--- config.mk ---
export PLATFORM = sky130hd
export DESIGN_NAME = hs_port
export DESIGN_NICKNAME = d
export VERILOG_FILES = /design/src/rtl/hs_pkg.sv /design/src/rtl/hs_sync.sv /design/src/rtl/hs_in_chan.sv /design/src/rtl/hs_out_chan.sv /design/src/rtl/hs_pc_map.sv /design/src/rtl/hs_port.sv
export SDC_FILE = /design/constraint.sdc
export NUM_CORES = 1
export LEC_CHECK = 0
export BUFFER_PORTS_ARGS = -buffer_cell sky130_fd_sc_hd__clkbuf_2
export CORE_MARGIN = 2
export CORE_UTILIZATION = 26
export CTS_CLUSTER_SIZE = 20
export DETAILED_ROUTE_END_ITERATION = 10
export PLACE_DENSITY = 0.54
export SLEW_MARGIN = 20
export SYNTH_ARGS = -nofsm -noshare
export SYNTH_HDL_FRONTEND = slang
export SYNTH_SLANG_ARGS = --single-unit
--- constraint.sdc ---
create_clock -name clk_i -period 2.2 [get_ports clk_i]
set_input_delay 0.33 -clock clk_i [delete_from_list [all_inputs] [get_ports clk_i]]
set_output_delay 0.33 -clock clk_i [all_outputs]
set_load 0.005 [all_outputs]
--- src/rtl/hs_pkg.sv ---
package hs_pkg;
  localparam int unsigned PC_W = 8;

  // interrupt-enable bit position in port C for a group/direction
  function automatic logic [2:0] inte_pos(input bit upper, input bit dir_in);
    if (!upper) return 3'd2;
    return dir_in ? 3'd4 : 3'd6;
  endfunction

  typedef struct packed {
    logic intr;
    logic full;  // ibf (input) or obf_n (output) pin level
    logic hs;    // synchronised strobe/ack level
  } hs_stat_t;
endpackage

--- src/rtl/hs_sync.sv ---
module hs_sync #(
  parameter int unsigned W      = 1,
  parameter int unsigned STAGES = 2,
  parameter logic [W-1:0] RST_VAL = '1
) (
  input  logic         clk_i,
  input  logic         rst_ni,
  input  logic [W-1:0] d_i,
  output logic [W-1:0] q_o
);
  logic [W-1:0] stg_q [STAGES];

  for (genvar s = 0; s < STAGES; s++) begin : g_stg
    always_ff @(posedge clk_i or negedge rst_ni) begin
      if (!rst_ni) stg_q[s] <= RST_VAL;
      else if (s == 0) stg_q[s] <= d_i;
      else stg_q[s] <= stg_q[(s > 0) ? s - 1 : 0];
    end
  end

  assign q_o = stg_q[STAGES-1];
endmodule

--- src/rtl/hs_in_chan.sv ---
module hs_in_chan #(
  parameter int unsigned W = 8
) (
  input  logic         clk_i,
  input  logic         rst_ni,
  input  logic         en_i,
  input  logic         clr_i,
  input  logic         hs_s_i,
  input  logic         hs_rise_i,
  input  logic         rd_fall_i,
  input  logic         rd_rise_i,
  input  logic         inte_i,
  input  logic [W-1:0] pins_i,
  output logic [W-1:0] latch_o,
  output logic         ibf_o,
  output logic         intr_o
);
  logic [W-1:0] latch_q;
  logic         ibf_q, intr_q;

  always_ff @(posedge clk_i or negedge rst_ni) begin
    if (!rst_ni) begin
      latch_q <= '0;
      ibf_q   <= 1'b0;
      intr_q  <= 1'b0;
    end else if (clr_i) begin
      ibf_q  <= 1'b0;
      intr_q <= 1'b0;
    end else if (en_i) begin
      if (!hs_s_i) begin
        latch_q <= pins_i;
        ibf_q   <= 1'b1;
      end else if (rd_rise_i) begin
        ibf_q <= 1'b0;
      end
      if (rd_fall_i) intr_q <= 1'b0;
      else if (hs_rise_i && ibf_q && inte_i) intr_q <= 1'b1;
    end
  end

  assign latch_o = latch_q;
  assign ibf_o   = ibf_q;
  assign intr_o  = intr_q;
endmodule

--- src/rtl/hs_out_chan.sv ---
module hs_out_chan #(
  parameter int unsigned W = 8
) (
  input  logic         clk_i,
  input  logic         rst_ni,
  input  logic         en_i,
  input  logic         clr_i,
  input  logic         hs_s_i,
  input  logic         hs_rise_i,
  input  logic         wr_fall_i,
  input  logic         wr_rise_i,
  input  logic         inte_i,
  input  logic [W-1:0] wdata_i,
  output logic [W-1:0] latch_o,
  output logic         obf_no,
  output logic         intr_o
);
  logic [W-1:0] latch_q;
  logic         obf_nq, intr_q;

  always_ff @(posedge clk_i or negedge rst_ni) begin
    if (!rst_ni) begin
      latch_q <= '0;
      obf_nq  <= 1'b1;
      intr_q  <= 1'b0;
    end else if (clr_i) begin
      obf_nq <= 1'b1;
      intr_q <= 1'b0;
    end else if (en_i) begin
      if (wr_rise_i) begin
        latch_q <= wdata_i;
        obf_nq  <= 1'b0;
      end else if (!hs_s_i) begin
        obf_nq <= 1'b1;
      end
      if (wr_fall_i) intr_q <= 1'b0;
      else if (hs_rise_i && obf_nq && inte_i) intr_q <= 1'b1;
    end
  end

  assign latch_o = latch_q;
  assign obf_no  = obf_nq;
  assign intr_o  = intr_q;
endmodule

--- src/rtl/hs_pc_map.sv ---
module hs_pc_map
  import hs_pkg::*;
#(
  parameter bit UPPER = 1'b1
) (
  input  logic            dir_in_i,
  input  hs_stat_t        stat_i,
  output logic [PC_W-1:0] pc_o,
  output logic [PC_W-1:0] mask_o
);
  if (UPPER) begin : g_upper
    always_comb begin
      pc_o    = '0;
      pc_o[3] = stat_i.intr;
      if (dir_in_i) begin
        pc_o[4] = stat_i.hs;
        pc_o[5] = stat_i.full;
        mask_o  = 8'h38;
      end else begin
        pc_o[6] = stat_i.hs;
        pc_o[7] = stat_i.full;
        mask_o  = 8'hC8;
      end
    end
  end else begin : g_lower
    always_comb begin
      pc_o      = '0;
      pc_o[2:0] = {stat_i.hs, stat_i.full, stat_i.intr};
      mask_o    = 8'h07;
    end
  end
endmodule

--- src/rtl/hs_port.sv ---
module hs_port
  import hs_pkg::*;
#(
  parameter int unsigned W         = 8,
  parameter bit          UPPER     = 1'b1,
  parameter int unsigned SYNC_STGS = 2
) (
  input  logic            clk_i,
  input  logic            rst_ni,
  input  logic            cfg_load_i,
  input  logic            cfg_in_i,
  input  logic            rd_ni,
  input  logic            wr_ni,
  input  logic [W-1:0]    wdata_i,
  output logic [W-1:0]    rdata_o,
  input  logic            bsr_valid_i,
  input  logic [2:0]      bsr_bit_i,
  input  logic            bsr_set_i,
  input  logic [W-1:0]    pins_i,
  output logic [W-1:0]    pins_o,
  output logic            pins_oe_o,
  input  logic            hs_ni,
  output logic            intr_o,
  output logic            ibf_o,
  output logic            obf_no,
  output logic [PC_W-1:0] pc_o,
  output logic [PC_W-1:0] pc_mask_o
);
  logic dir_q, inte_q;
  logic hs_s, hs_q, rd_q, wr_q;
  logic hs_rise, rd_fall, rd_rise, wr_fall, wr_rise;
  logic in_ibf, in_intr, out_obf_n, out_intr;
  hs_stat_t stat;

  hs_sync #(.W(1), .STAGES(SYNC_STGS), .RST_VAL(1'b1)) u_sync (
    .clk_i(clk_i), .rst_ni(rst_ni), .d_i(hs_ni), .q_o(hs_s)
  );

  always_ff @(posedge clk_i or negedge rst_ni) begin
    if (!rst_ni) begin
      hs_q <= 1'b1;
      rd_q <= 1'b1;
      wr_q <= 1'b1;
    end else begin
      hs_q <= hs_s;
      rd_q <= rd_ni;
      wr_q <= wr_ni;
    end
  end

  assign hs_rise = hs_s & ~hs_q;
  assign rd_fall = ~rd_ni & rd_q;
  assign rd_rise = rd_ni & ~rd_q;
  assign wr_fall = ~wr_ni & wr_q;
  assign wr_rise = wr_ni & ~wr_q;

  // direction and interrupt enable
  always_ff @(posedge clk_i or negedge rst_ni) begin
    if (!rst_ni) begin
      dir_q  <= 1'b1;
      inte_q <= 1'b0;
    end else if (cfg_load_i) begin
      dir_q  <= cfg_in_i;
      inte_q <= 1'b0;
    end else if (bsr_valid_i && bsr_bit_i == inte_pos(UPPER, dir_q)) begin
      inte_q <= bsr_set_i;
    end
  end

  hs_in_chan #(.W(W)) u_in (
    .clk_i(clk_i), .rst_ni(rst_ni), .en_i(dir_q), .clr_i(cfg_load_i),
    .hs_s_i(hs_s), .hs_rise_i(hs_rise), .rd_fall_i(rd_fall), .rd_rise_i(rd_rise),
    .inte_i(inte_q), .pins_i(pins_i), .latch_o(rdata_o),
    .ibf_o(in_ibf), .intr_o(in_intr)
  );

  hs_out_chan #(.W(W)) u_out (
    .clk_i(clk_i), .rst_ni(rst_ni), .en_i(~dir_q), .clr_i(cfg_load_i),
    .hs_s_i(hs_s), .hs_rise_i(hs_rise), .wr_fall_i(wr_fall), .wr_rise_i(wr_rise),
    .inte_i(inte_q), .wdata_i(wdata_i), .latch_o(pins_o),
    .obf_no(out_obf_n), .intr_o(out_intr)
  );

  assign pins_oe_o = ~dir_q;
  assign intr_o    = dir_q ? in_intr : out_intr;
  assign ibf_o     = dir_q & in_ibf;
  assign obf_no    = dir_q | out_obf_n;

  assign stat.intr = intr_o;
  assign stat.full = dir_q ? ibf_o : obf_no;
  assign stat.hs   = hs_s;

  hs_pc_map #(.UPPER(UPPER)) u_map (
    .dir_in_i(dir_q), .stat_i(stat), .pc_o(pc_o), .mask_o(pc_mask_o)
  );
endmodule

# == Word level (Yosys, flattened, before mapping) ==
# Cells that the tools add are included.
# classes
mux,24
n_eq_ne,4
n_reduce_logical,15
bitwise_logic,15
# op_table
operator,count
1-bit two-way mux,20
8-bit two-way mux,1
1-bit NOT,8
2-bit AND reduction,4
1-bit bitwise AND,6
2-bit two-way mux,3
3-bit AND reduction,2
3-bit nonzero test,2
1-bit logical AND,5
2-bit nonzero test,2
3-bit equality test,1
3-bit by 2-bit inequality test with 1-bit output (second input constant),1
3-bit inequality test (second input constant),1
2-bit inequality test (second input constant),1
1-bit bitwise OR,1
# totals
reg_bits,27
output_inout_bits,36
wordCells,71
in_bits,28

# == Logic depth before layout (Yosys ltp) ==
# logic_depth
depth_word,8
mapped_depth,4
ltp_nobuf,3

# == Modules after synthesis ==
# Synthesis repeated with hierarchy kept, for this count alone.
# unflattened
hier_cells,93
hier_area_um2,1247.4
# modules_own_cells
mod,area_per_inst_um2,seq_area_each_um2,cells_each,n_inst
hs_out_chan,426.7,251.5,26,1
hs_in_chan,397.9,250.2,24,1
hs_port,251.5,130.1,23,1
hs_pc_map,118.9,0.0,18,1
hs_sync,52.6,52.6,2,1

# == Worst setup path before layout ==
# OpenSTA, ideal clock, no wires.
# synth_timing
path_type,register -> output
start,register dir_q
end,output pc_o[3]
t_arrival_ns,1.218
stages_incl_launch_ff,4
t_required_ns,1.870
path_slack_ns,0.652
path_buffers,2
path_cell_list,dfstp_2 > buf_2 > mux2_2 > buf_4
# synth_between
elab_chain_len,1
# synth_lines
item,line_no,source
"start, declared",hs_port.sv:29,"logic dir_q, inte_q;"
"start signal, assigned",hs_port.sv:63,dir_q <= cfg_in_i;
1-bit two-way mux,hs_port.sv:85,assign intr_o = dir_q ? in_intr : out_intr;
"end, declared",hs_port.sv:26,"output logic [PC_W-1:0] pc_o,"
# Every way passes these cells.

# == Worst setup path in the final report ==
# Same ends and word-level chain as after synthesis.

==> results.ini <==
[global_route]
grt_pass1_vias=864
grt_overflow_total=0
grt_use_total=0.0946
grt_max_degree=28
grt_pass1_wl_mm=3.91
antenna_found_initial=0

[placed_design]
io_buffers=56
gp_congestion=0.726
place_inst=189
pre_cts_ws_ps=468
dp_hpwl_mm=1.82

[floorplanning]
coreArea_sq_mm=0.00441
die_area_sq_mm=0.00518
rows=24
start_util=0.272
fp.dieH_um=72.0
die_x_um=72.0
ios=64

[timing]
final_hold_viol_count=0
max_slew_margin=0.566
period_share=0.810
tightest_slew_ps=652
tns_ps=0
skew_ps=3.53
setup_viol=0
setup_ws_ps=419
whs_ps=74.3
rsz0062_at_grt=false
max_freq_mhz=561
drv_slew=0
finalWorstPathRequiredPeriod_ps=1780

[hold_path]
min_path_type=input port to async pin

[detailed_routing]
drt-met1-wl_um=982
wl_per_cell_um=11.8
wl_met2_um=991
vias_per_cell=4.30
num_vias=830
drt_first_pass_iters=4
routed_wl_mm=2.27
route.detailed.drc=0
ant_nets=0
met3_length_um=285
drt_iter0_drc=12
top_layer=met4

[layout]
area_delta_synth_final_pct=24.9
drive_above_1_share=0.603
insertedDiodeCount=0
nets=170
fin_cells=193

[critical_path]
cp.required_ps=1870
worstSetupStartpointType=register
critPathArrivalTime_ps=1450
slowest_delay_ps=690
path_cells=mux2_2 > clkbuf_2
crit_fanout=15
critPathCaptureType=output port
critPathKind=register to output port
cp_slowest_cell=dfstp_2

[clock_tree]
clock_latency_ps=270
clock_sinks=27
cts_tree=built
cts_resized=0
ctsHoldBuffers=0
cts_buffers=3
cts_max_path_buffers=2
clkSlewWorstSetupHoldPaths_ps=80
cts-htree-levels=1
cts_root_buf=clkbuf_8
postCtsSetupBuffers=0

[synthesis]
yosysMostFrequentCell=dfrtp_1
synth-seq-cells=27
synth_top_area_cell=dfrtp_1
yosys_warnings=0
syn-cell-area_sq_mm=0.00120
async_flop_share=1.00
synth_area_per_cell_sq_um=13.2
synth_cell_types=27
synth_top_area_share=0.416
ys_seq_area_frac=0.569
syn_inst=91
ys_top_cells_by_area=dfrtp_1 (42%), dfstp_2 (15%), mux2_2 (14%)
synthTopCellsByCount=dfrtp_1 (20), mux2_2 (15), buf_4 (14)
synth_edf_count=0
ys.flop_type=dfrtp_1

[power]
p_leak_uw=0.000747
power_uw=1140
powerDensity_mw_per_mm2=761
peakVddDrop_v=0.000355

[run_status]
outcome=finished clean

[run]
maxCapViolCount=0

-- placed cells by master, fill, tap and decap left out, drive strengths merged, types with 2 or more instances in the layout --
| master | instances |
|---|---|
| clkbuf | 60 |
| dfrtp | 20 |
| mux2 | 17 |
| conb | 7 |
| dfstp | 7 |
| nor2 | 4 |
| nand2b | 3 |
| and2 | 2 |
| nor2b | 2 |
| inv | 2 |
| a21oi | 2 |
| o21ai | 2 |
| nand2 | 2 |
| nor3 | 2 |
-- logic make-up (layout without fill, tap and decap cells) --
group,Yosys count,after routing,share of synthesized area
flip-flops,27,27,0.569
AND/OR/NAND/NOR,19,19,0.114
multiplexers,18,18,0.168
buffers and inverters,17,62,0.0978
AO/OA/AOI/OAI,7,7,0.0375
other,2,7,0.00625
XOR/XNOR,1,1,0.00729
-- final timing paths --
kind | startpoint | to | slack, ps | cells past startpoint
min in group clk_i | hs_ni | u_sync.stg_q[1]$_DFF_PN1_ | 140 | 1
worst min register to register | u_sync.stg_q[1]$_DFF_PN1_ | u_sync.q_o$_DFF_PN1_ | 360 | 0
worst max register to register | dir_q$_DFFE_PN1P_ | u_in.latch_o[7]$_DFFE_PN0P_ | 490 | 3
max in group asynchronous | rst_ni | inte_q$_DFFE_PN0P_ | 1710 | 1
worst max-delay path | dir_q$_DFFE_PN1P_ | pc_o[3] | 420 | 2
worst min-delay path | rst_ni | u_in.latch_o[0]$_DFFE_PN0P_ | 70 | 1
-- layer usage --
metal / up-vias / GRT usage
li1: 389 / -
met1: 383 / 0.121
met2: 56 / 0.150
met3: 2 / 0.0361
met4: 0 / 0.0252
met5: - / 0
-- where the power goes --
part	total, uW	switching (uW)	internal (uW)
Clock	273	144	130
Combinational	236	96.6	140
Sequential	633	49.6	583
-- worst max-delay path, delay by kind of cell (launching register included) --
family,cells,cell delay (ps)
buf+inv,1,110
mux,1,380
flops,1,690
-- layout make-up --
type / instances / area [sq um]
Fill cell: 446 / 2910
Sequential cell: 27 / 684
Multi-Input combinational cell: 52 / 419
Timing Repair Buffer: 56 / 280
Tap cell: 52 / 65.1
Clock buffer: 4 / 45.0
Inverter: 2 / 7.51
-- stage by stage --
step / utilization / cell area, sq um
after CTS: 0.340 / 1500
after global routing: 0.340 / 1500
final: 0.340 / 1500
after detailed placement: 0.330 / 1460
after floorplan: - / 1220
after global placement: 0.330 / 1460
No activity file was read; power rests on OpenSTA's default activity.
